File: config.mk
export PLATFORM = sky130hd
export DESIGN_NAME = baud_rate_gen
export DESIGN_NICKNAME = d
export VERILOG_FILES = /design/src/rtl/brg_pkg.sv /design/src/rtl/brg_ctrl.sv /design/src/rtl/brg_datapath.sv /design/src/rtl/baud_rate_gen.sv
export SDC_FILE = /design/constraint.sdc
export NUM_CORES = 1
export LEC_CHECK = 0
export ABC_AREA = 0
export BUFFER_PORTS_ARGS = -buffer_cell sky130_fd_sc_hd__buf_2
export CAP_MARGIN = 30
export CORE_MARGIN = 2
export CORE_UTILIZATION = 60
export CTS_CLUSTER_SIZE = 24
export DETAILED_ROUTE_END_ITERATION = 12
export PLACE_DENSITY = 0.86
export SYNTH_ARGS = -nofsm -noshare
export SYNTH_HDL_FRONTEND = slang
export SYNTH_SLANG_ARGS = --single-unit
File: constraint.sdc
create_clock -name clk -period 4.1 [get_ports clk]
set_clock_uncertainty 0.15 [all_clocks]
set_input_delay 0.615 -clock clk [delete_from_list [all_inputs] [get_ports clk]]
set_output_delay 0.615 -clock clk [all_outputs]
set_load 0.05 [all_outputs]
File: src/rtl/brg_pkg.sv
package brg_pkg;
  // Strobes the control side hands to the timer datapath each cycle.
  typedef struct packed {
    logic advance;    // prescaler enable gated by run
    logic load;       // timer must take a load value this cycle
    logic useWrData;  // load value comes from the write port
  } brg_strobe_t;
endpackage

File: src/rtl/brg_ctrl.sv
module brg_ctrl
  import brg_pkg::*;
#(
  parameter int FRAC_W = 9,
  parameter int FIX_LO = 2,
  parameter int FIX_HI = 3
) (
  input  logic              clk,
  input  logic              rstN,
  input  logic              runBit,
  input  logic              regWrEn,
  input  logic              fdeSel,
  input  logic              brsSel,
  input  logic              syncMode,
  input  logic [FRAC_W-1:0] fracN,
  output brg_strobe_t       strobe
);
  localparam int PRE_W = $clog2(FIX_HI + 1);
  localparam logic [PRE_W-1:0] LAST_LO = PRE_W'(FIX_LO - 1);
  localparam logic [PRE_W-1:0] LAST_HI = PRE_W'(FIX_HI - 1);

  logic [FRAC_W-1:0] fracAcc;
  logic [FRAC_W:0]   fracSum;
  logic [PRE_W-1:0]  preCnt;
  logic [PRE_W-1:0]  preLast;
  logic              fracActive;
  logic              fracEn;
  logic              fixEn;
  logic              divEn;
  logic              pendLoad;

  // Fractional stage is only honoured in asynchronous mode.
  assign fracActive = fdeSel & ~syncMode;
  assign fracSum    = {1'b0, fracAcc} + {1'b0, fracN};
  assign fracEn     = fracSum[FRAC_W];
  assign preLast    = brsSel ? LAST_HI : LAST_LO;
  assign fixEn      = (preCnt >= preLast);
  assign divEn      = fracActive ? fracEn : fixEn;

  always_ff @(posedge clk or negedge rstN) begin
    if (!rstN) begin
      fracAcc <= '0;
      preCnt  <= '0;
    end else if (runBit) begin
      if (fracActive) fracAcc <= fracSum[FRAC_W-1:0];
      else            preCnt  <= fixEn ? '0 : preCnt + 1'b1;
    end
  end

  // Reload requested while stopped waits for the first running cycle.
  always_ff @(posedge clk or negedge rstN) begin
    if (!rstN)                   pendLoad <= 1'b0;
    else if (regWrEn && !runBit) pendLoad <= 1'b1;
    else if (runBit)             pendLoad <= 1'b0;
  end

  assign strobe.advance   = runBit & divEn;
  assign strobe.load      = runBit & (regWrEn | pendLoad);
  assign strobe.useWrData = regWrEn;

  p_no_advance_stopped_r2: assert property (@(posedge clk) disable iff (!rstN)
    !runBit |-> !strobe.advance);
  p_pending_set_r5: assert property (@(posedge clk) disable iff (!rstN)
    (regWrEn && !runBit) |=> pendLoad);
  p_pending_applies_r5: assert property (@(posedge clk) disable iff (!rstN)
    (pendLoad && runBit) |-> strobe.load);
  p_frac_zero_silent_r7: assert property (@(posedge clk) disable iff (!rstN)
    (fracActive && fracN == '0) |-> !divEn);
  p_fixed_in_sync_r8: assert property (@(posedge clk) disable iff (!rstN)
    syncMode |-> (divEn == fixEn));
endmodule

File: src/rtl/brg_datapath.sv
module brg_datapath
  import brg_pkg::*;
#(
  parameter int TIMER_W    = 13,
  parameter int OVS_ASYNC  = 16,
  parameter int DIV_SYNC   = 4,
  parameter int NUM_SAMP   = 3,
  parameter int FIRST_SAMP = 6
) (
  input  logic               clk,
  input  logic               rstN,
  input  brg_strobe_t        strobe,
  input  logic               regWrEn,
  input  logic [TIMER_W-1:0] wrValue,
  input  logic               syncMode,
  output logic [TIMER_W-1:0] timerCount,
  output logic               timerTick,
  output logic               bitTick,
  output logic [NUM_SAMP-1:0] sampleTick
);
  localparam int PH_W = $clog2(OVS_ASYNC);
  localparam logic [PH_W-1:0] LAST_ASYNC = PH_W'(OVS_ASYNC - 1);
  localparam logic [PH_W-1:0] LAST_SYNC  = PH_W'(DIV_SYNC - 1);

  logic [TIMER_W-1:0] timer;
  logic [TIMER_W-1:0] reloadReg;
  logic [TIMER_W-1:0] loadVal;
  logic [PH_W-1:0]    phase;
  logic [PH_W-1:0]    phaseLast;
  logic               phaseWrap;
  logic               underflow;

  assign underflow = strobe.advance && (timer == '0);
  assign loadVal   = strobe.useWrData ? wrValue : reloadReg;

  always_ff @(posedge clk or negedge rstN) begin
    if (!rstN)        reloadReg <= '0;
    else if (regWrEn) reloadReg <= wrValue;
  end

  always_ff @(posedge clk or negedge rstN) begin
    if (!rstN)               timer <= '0;
    else if (strobe.load)    timer <= loadVal;
    else if (underflow)      timer <= reloadReg;
    else if (strobe.advance) timer <= timer - 1'b1;
  end

  // Bit phase: counts underflows within one bit period.
  assign phaseLast = syncMode ? LAST_SYNC : LAST_ASYNC;
  assign phaseWrap = (phase >= phaseLast);

  always_ff @(posedge clk or negedge rstN) begin
    if (!rstN)          phase <= '0;
    else if (regWrEn)   phase <= '0;
    else if (underflow) phase <= phaseWrap ? '0 : phase + 1'b1;
  end

  assign timerTick  = underflow;
  assign bitTick    = underflow & phaseWrap;
  assign timerCount = timer;

  for (genvar k = 0; k < NUM_SAMP; k++) begin : g_samp
    assign sampleTick[k] = underflow & ~syncMode & (phase == PH_W'(FIRST_SAMP + k));
  end

  p_hold_when_idle_r2: assert property (@(posedge clk) disable iff (!rstN)
    (!strobe.advance && !strobe.load) |=> $stable(timer));
  p_reload_on_underflow_r1: assert property (@(posedge clk) disable iff (!rstN)
    (timerTick && !strobe.load) |=> (timer == $past(reloadReg)));
  p_write_loads_r4: assert property (@(posedge clk) disable iff (!rstN)
    (strobe.load && strobe.useWrData) |=> (timer == $past(wrValue)));
  p_bit_on_underflow_r9: assert property (@(posedge clk) disable iff (!rstN)
    bitTick |-> timerTick);
  p_one_sample_r10: assert property (@(posedge clk) disable iff (!rstN)
    $onehot0(sampleTick));
endmodule

File: src/rtl/baud_rate_gen.sv
module baud_rate_gen
  import brg_pkg::*;
#(
  parameter int PORT_W     = 16,
  parameter int TIMER_W    = 13,
  parameter int FRAC_W     = 9,
  parameter int FIX_LO     = 2,
  parameter int FIX_HI     = 3,
  parameter int OVS_ASYNC  = 16,
  parameter int DIV_SYNC   = 4,
  parameter int NUM_SAMP   = 3,
  parameter int FIRST_SAMP = 6
) (
  input  logic                clk,
  input  logic                rstN,
  input  logic                runBit,
  input  logic                regWrEn,
  input  logic [PORT_W-1:0]   regWrData,
  output logic [PORT_W-1:0]   regRdData,
  input  logic                brsSel,
  input  logic                fdeSel,
  input  logic [FRAC_W-1:0]   fracN,
  input  logic                syncMode,
  output logic                timerTick,
  output logic                bitTick,
  output logic [NUM_SAMP-1:0] sampleTick
);
  localparam int PAD_W = PORT_W - TIMER_W;

  brg_strobe_t        strobe;
  logic [TIMER_W-1:0] timerCount;
  logic               unusedWrHi;

  assign unusedWrHi = ^regWrData[PORT_W-1:TIMER_W];

  brg_ctrl #(.FRAC_W(FRAC_W), .FIX_LO(FIX_LO), .FIX_HI(FIX_HI)) ctrl_i (
    .clk(clk), .rstN(rstN), .runBit(runBit), .regWrEn(regWrEn),
    .fdeSel(fdeSel), .brsSel(brsSel), .syncMode(syncMode), .fracN(fracN),
    .strobe(strobe)
  );

  brg_datapath #(.TIMER_W(TIMER_W), .OVS_ASYNC(OVS_ASYNC), .DIV_SYNC(DIV_SYNC),
                 .NUM_SAMP(NUM_SAMP), .FIRST_SAMP(FIRST_SAMP)) dp_i (
    .clk(clk), .rstN(rstN), .strobe(strobe), .regWrEn(regWrEn),
    .wrValue(regWrData[TIMER_W-1:0]), .syncMode(syncMode),
    .timerCount(timerCount), .timerTick(timerTick), .bitTick(bitTick),
    .sampleTick(sampleTick)
  );

  assign regRdData = {{PAD_W{1'b0}}, timerCount};

  p_read_top_zero_r3: assert property (@(posedge clk) disable iff (!rstN)
    regRdData[PORT_W-1:TIMER_W] == '0);
endmodule

==> metrics.yaml <==
pre_cts_slack_ns: 0.822
cp_num_buf_inv: 2
grt_usage: 0.262
slew_headroom: 0.309
multi_input_area_sq_um: 1610
start_kind: "register"
synthesis.area_sq_um: 2780
fin_area_sq_um: 3180
fill_cells: 329
power-per-cell-area_nw_per_um2: 600
use_met3: 0.0375
synthDistinctLibCells: 50
yosys_most_used_dff: "dfrtp_1"
final_nets: 399
cts-root-buf: "clkbuf_8"
antenna_cells: 0
grt_max_degree: 43
synthCells: 303
synth_edf_count: 0
post_drt_via_cell_ratio: 6.31
grtUsageMet1: 0.372
slew_violations: 0
first_pass_iters: 4
power.share.sequential: 0.343
post-place-cells: 392
place_area_sq_um: 3050
clockBufferDepth: 2
finalNonFillerCells: 402
power.total_mw: 1.91
ys_seq_area_frac: 0.378
rsz0062_at_grt: "false"
dieArea_sq_um: 5190
cts_tree: "done"
hpwl_um: 4460
crit_chain: "inv_1 -> ha_1 -> or4b_4 -> nor4_4 -> nand3_2 -> nor4_1 -> buf_2"
synth_area_leaders: "dfrtp_1, ha_1, mux2_2"
power_leakage_nw: 1.44
worstPathArrival_ns: 2.68
grt_pass1_vias: 2321
portBuffers: 46
synth_top_area_frac: 0.378
regArea_sq_um: 1050
end_kind: "primary output"
clk_pin_slew_worst_paths_ns: 0.07
numCtsBuffers: 5
vias: 2535
finalSetupViolCount: 0
grt-ovfl-total: 0
h-tree-depth: 2
top_usage_layer: "met2"
post-route-period-util: 0.841
status: "finished clean"
ant_nets: 0
grt_use_met2: 0.418
cpPeakStageDelay_ns: 0.54
antenna_found_initial: 0
comb_power_share: 0.488
gp_congestion: 0.872
slowest_stage: "or4b_4"
yosys.area.top_type: "dfrtp_1"
critical_path.top_delay_family: "simple AND/OR/NAND/NOR gates"
required_ns: 3.34
ys_seq_elements: 42
area_growth_pct: 14.5
ys_warn_count: 0
cts_resized: 0
initial_utilization: 0.630
die_y_um: 72.1
cap_violations: 0
grt_pass1_wl_um: 10800
die_w_um: 72.1
p_int_mw: 1.04
drtIter0Drc: 181
hp-class: "reg -> reg"
clkPwrFrac: 0.169
layout_setup_ws_ns: 0.650
wl_per_cell_um: 15.9
tightestPinTransition_ns: 1.03
min_period_ns: 3.45
core.rowCount: 24
fmax_mhz: 290
avgSynthCellArea_sq_um: 9.18
p_switching_uw: 873
p_sw_frac: 0.457
wl_um: 6390
cts.sinks: 42
finalHoldViolCount: 0
crit_type: "reg -> out"
clock_latency_ns: 0.29
core_sq_um: 4410
drive_gt1_frac: 0.240
cp_max_fo: 5
async_flop_share: 1.00
ios: 53
ir_drop_mv: 0.456
drc: 0
-- cell usage in the layout, fill, tap and decap left out, drive strengths merged, types with 6 or more instances in the layout --
master and n:
mux2 14, inv 15, nor3 6, nand4 7, nor4 12, dfrtp 42
buf 52, ha 17, nand2 34, o2111ai 7, o211ai 9, o31ai 6
nand3 8, a21oi 13, o21ai 17, nor2 22
-- logic make-up (layout without fill, tap and decap cells) --
| logic type | count (synthesis) | count (layout) | synth area share |
|---|---|---|---|
| AOI/OAI and AO/OA | 78 | 78 | 0.195 |
| xor gates and xnor gates | 7 | 7 | 0.0221 |
| adders and majority gates | 18 | 18 | 0.0837 |
| buffers and inverters | 31 | 76 | 0.0473 |
| DFF | 42 | 42 | 0.378 |
| muxes | 14 | 14 | 0.0567 |
| other | 1 | 3 | 0.00135 |
| and+or+nand+nor | 112 | 112 | 0.216 |
-- final cells by class --
| class | count | area share |
|---|---|---|
| clock buffers | 5 | 0.0216 |
| clock inverters | 3 | 0.0126 |
| inverters | 15 | 0.0177 |
| multi-input cells | 232 | 0.504 |
| flip-flops and latches | 42 | 0.330 |
| well taps | 52 | 0.0204 |
| repair buffers | 53 | 0.0935 |
-- state kept, by name (all words and copies together) (netlist names) --
name             flops
ctrl_i.preCnt        2
dp_i.reloadReg      13
ctrl_i.fracAcc       9
dp_i.timerCount     13
ctrl_i.pendLoad      1
dp_i.phase           4
-- metal layers --
metal	wire [um]	share of wire
met1	2820	0.44
met2	3040	0.48
met3	441	0.069
met4	88	0.014
met5	0	0
-- power groups by stage --
stage | registers, mW | clock network, mW | logic, mW
after CTS | 0.653 | 0.329 | 0.922
after detailed placement | 0.661 | 0 | 0.914
after global routing | 0.673 | 0.342 | 1.02
after floorplan | 0.787 | 0 | 0.560
after global placement | 0.653 | 0 | 0.891
final | 0.656 | 0.322 | 0.932
-- synthesized netlist by cell type, drive strengths merged, types with 2 or more instances --
library cell	count
a21boi	2
a21o	5
a21oi	13
a311oi	2
a31oi	5
and2	3
buf	6
clkbuf	10
dfrtp	42
ha	17
inv	15
mux2	14
nand2	34
nand2b	3
nand3	8
nand3b	2
nand4	7
nor2	22
nor2b	4
nor3	6
nor4	12
o2111ai	7
o211ai	9
o21a	3
o21ai	17
o31ai	6
o41ai	3
or3	5
or4	2
xnor2	3
xor2	4
-- through the flow --
stage / TNS, ns / hold slack [ns] / util
after detailed placement: 0 / 0.324 / 0.690
after global placement: 0 / 0.315 / 0.690
after CTS: 0 / 0.341 / 0.715
after floorplan: -0.244 / 0.169 / -
final: 0 / 0.336 / 0.721
after global routing: 0 / 0.362 / 0.721
-- repair_timing --
item / 4_1_cts / 5_1_grt
buffers inserted: 0 / 0
hold endpoints to repair: 0 / 3
hold buffers: 0 / 1
-- worst min-delay path, stage by stage (launching register included) --
cell     delay, ns
dfrtp_1       0.35
nand2_1       0.05
o31ai_1       0.06
-- path summary, 6_finish.rpt --
kind / slack (ns) / end / startpoint / depth (start not counted)
worst max-delay path: 0.65 / sampleTick[1] / dp_i.timerCount[0]$_DFFE_PN0P_ / 7
worst min-delay path: 0.34 / ctrl_i.fracAcc[4]$_DFFE_PN0P_ / ctrl_i.fracAcc[4]$_DFFE_PN0P_ / 2
worst max register to register: 1.19 / dp_i.timerCount[3]$_DFFE_PN0P_ / dp_i.timerCount[0]$_DFFE_PN0P_ / 8
worst min register to register: 0.34 / ctrl_i.fracAcc[4]$_DFFE_PN0P_ / ctrl_i.fracAcc[4]$_DFFE_PN0P_ / 2
max in group asynchronous: 2.86 / dp_i.reloadReg[10]$_DFF_PN0_ / rstN / 3
min in group asynchronous: 0.52 / ctrl_i.fracAcc[8]$_DFFE_PN0P_ / rstN / 2
Power figures use the tool's default switching activity.
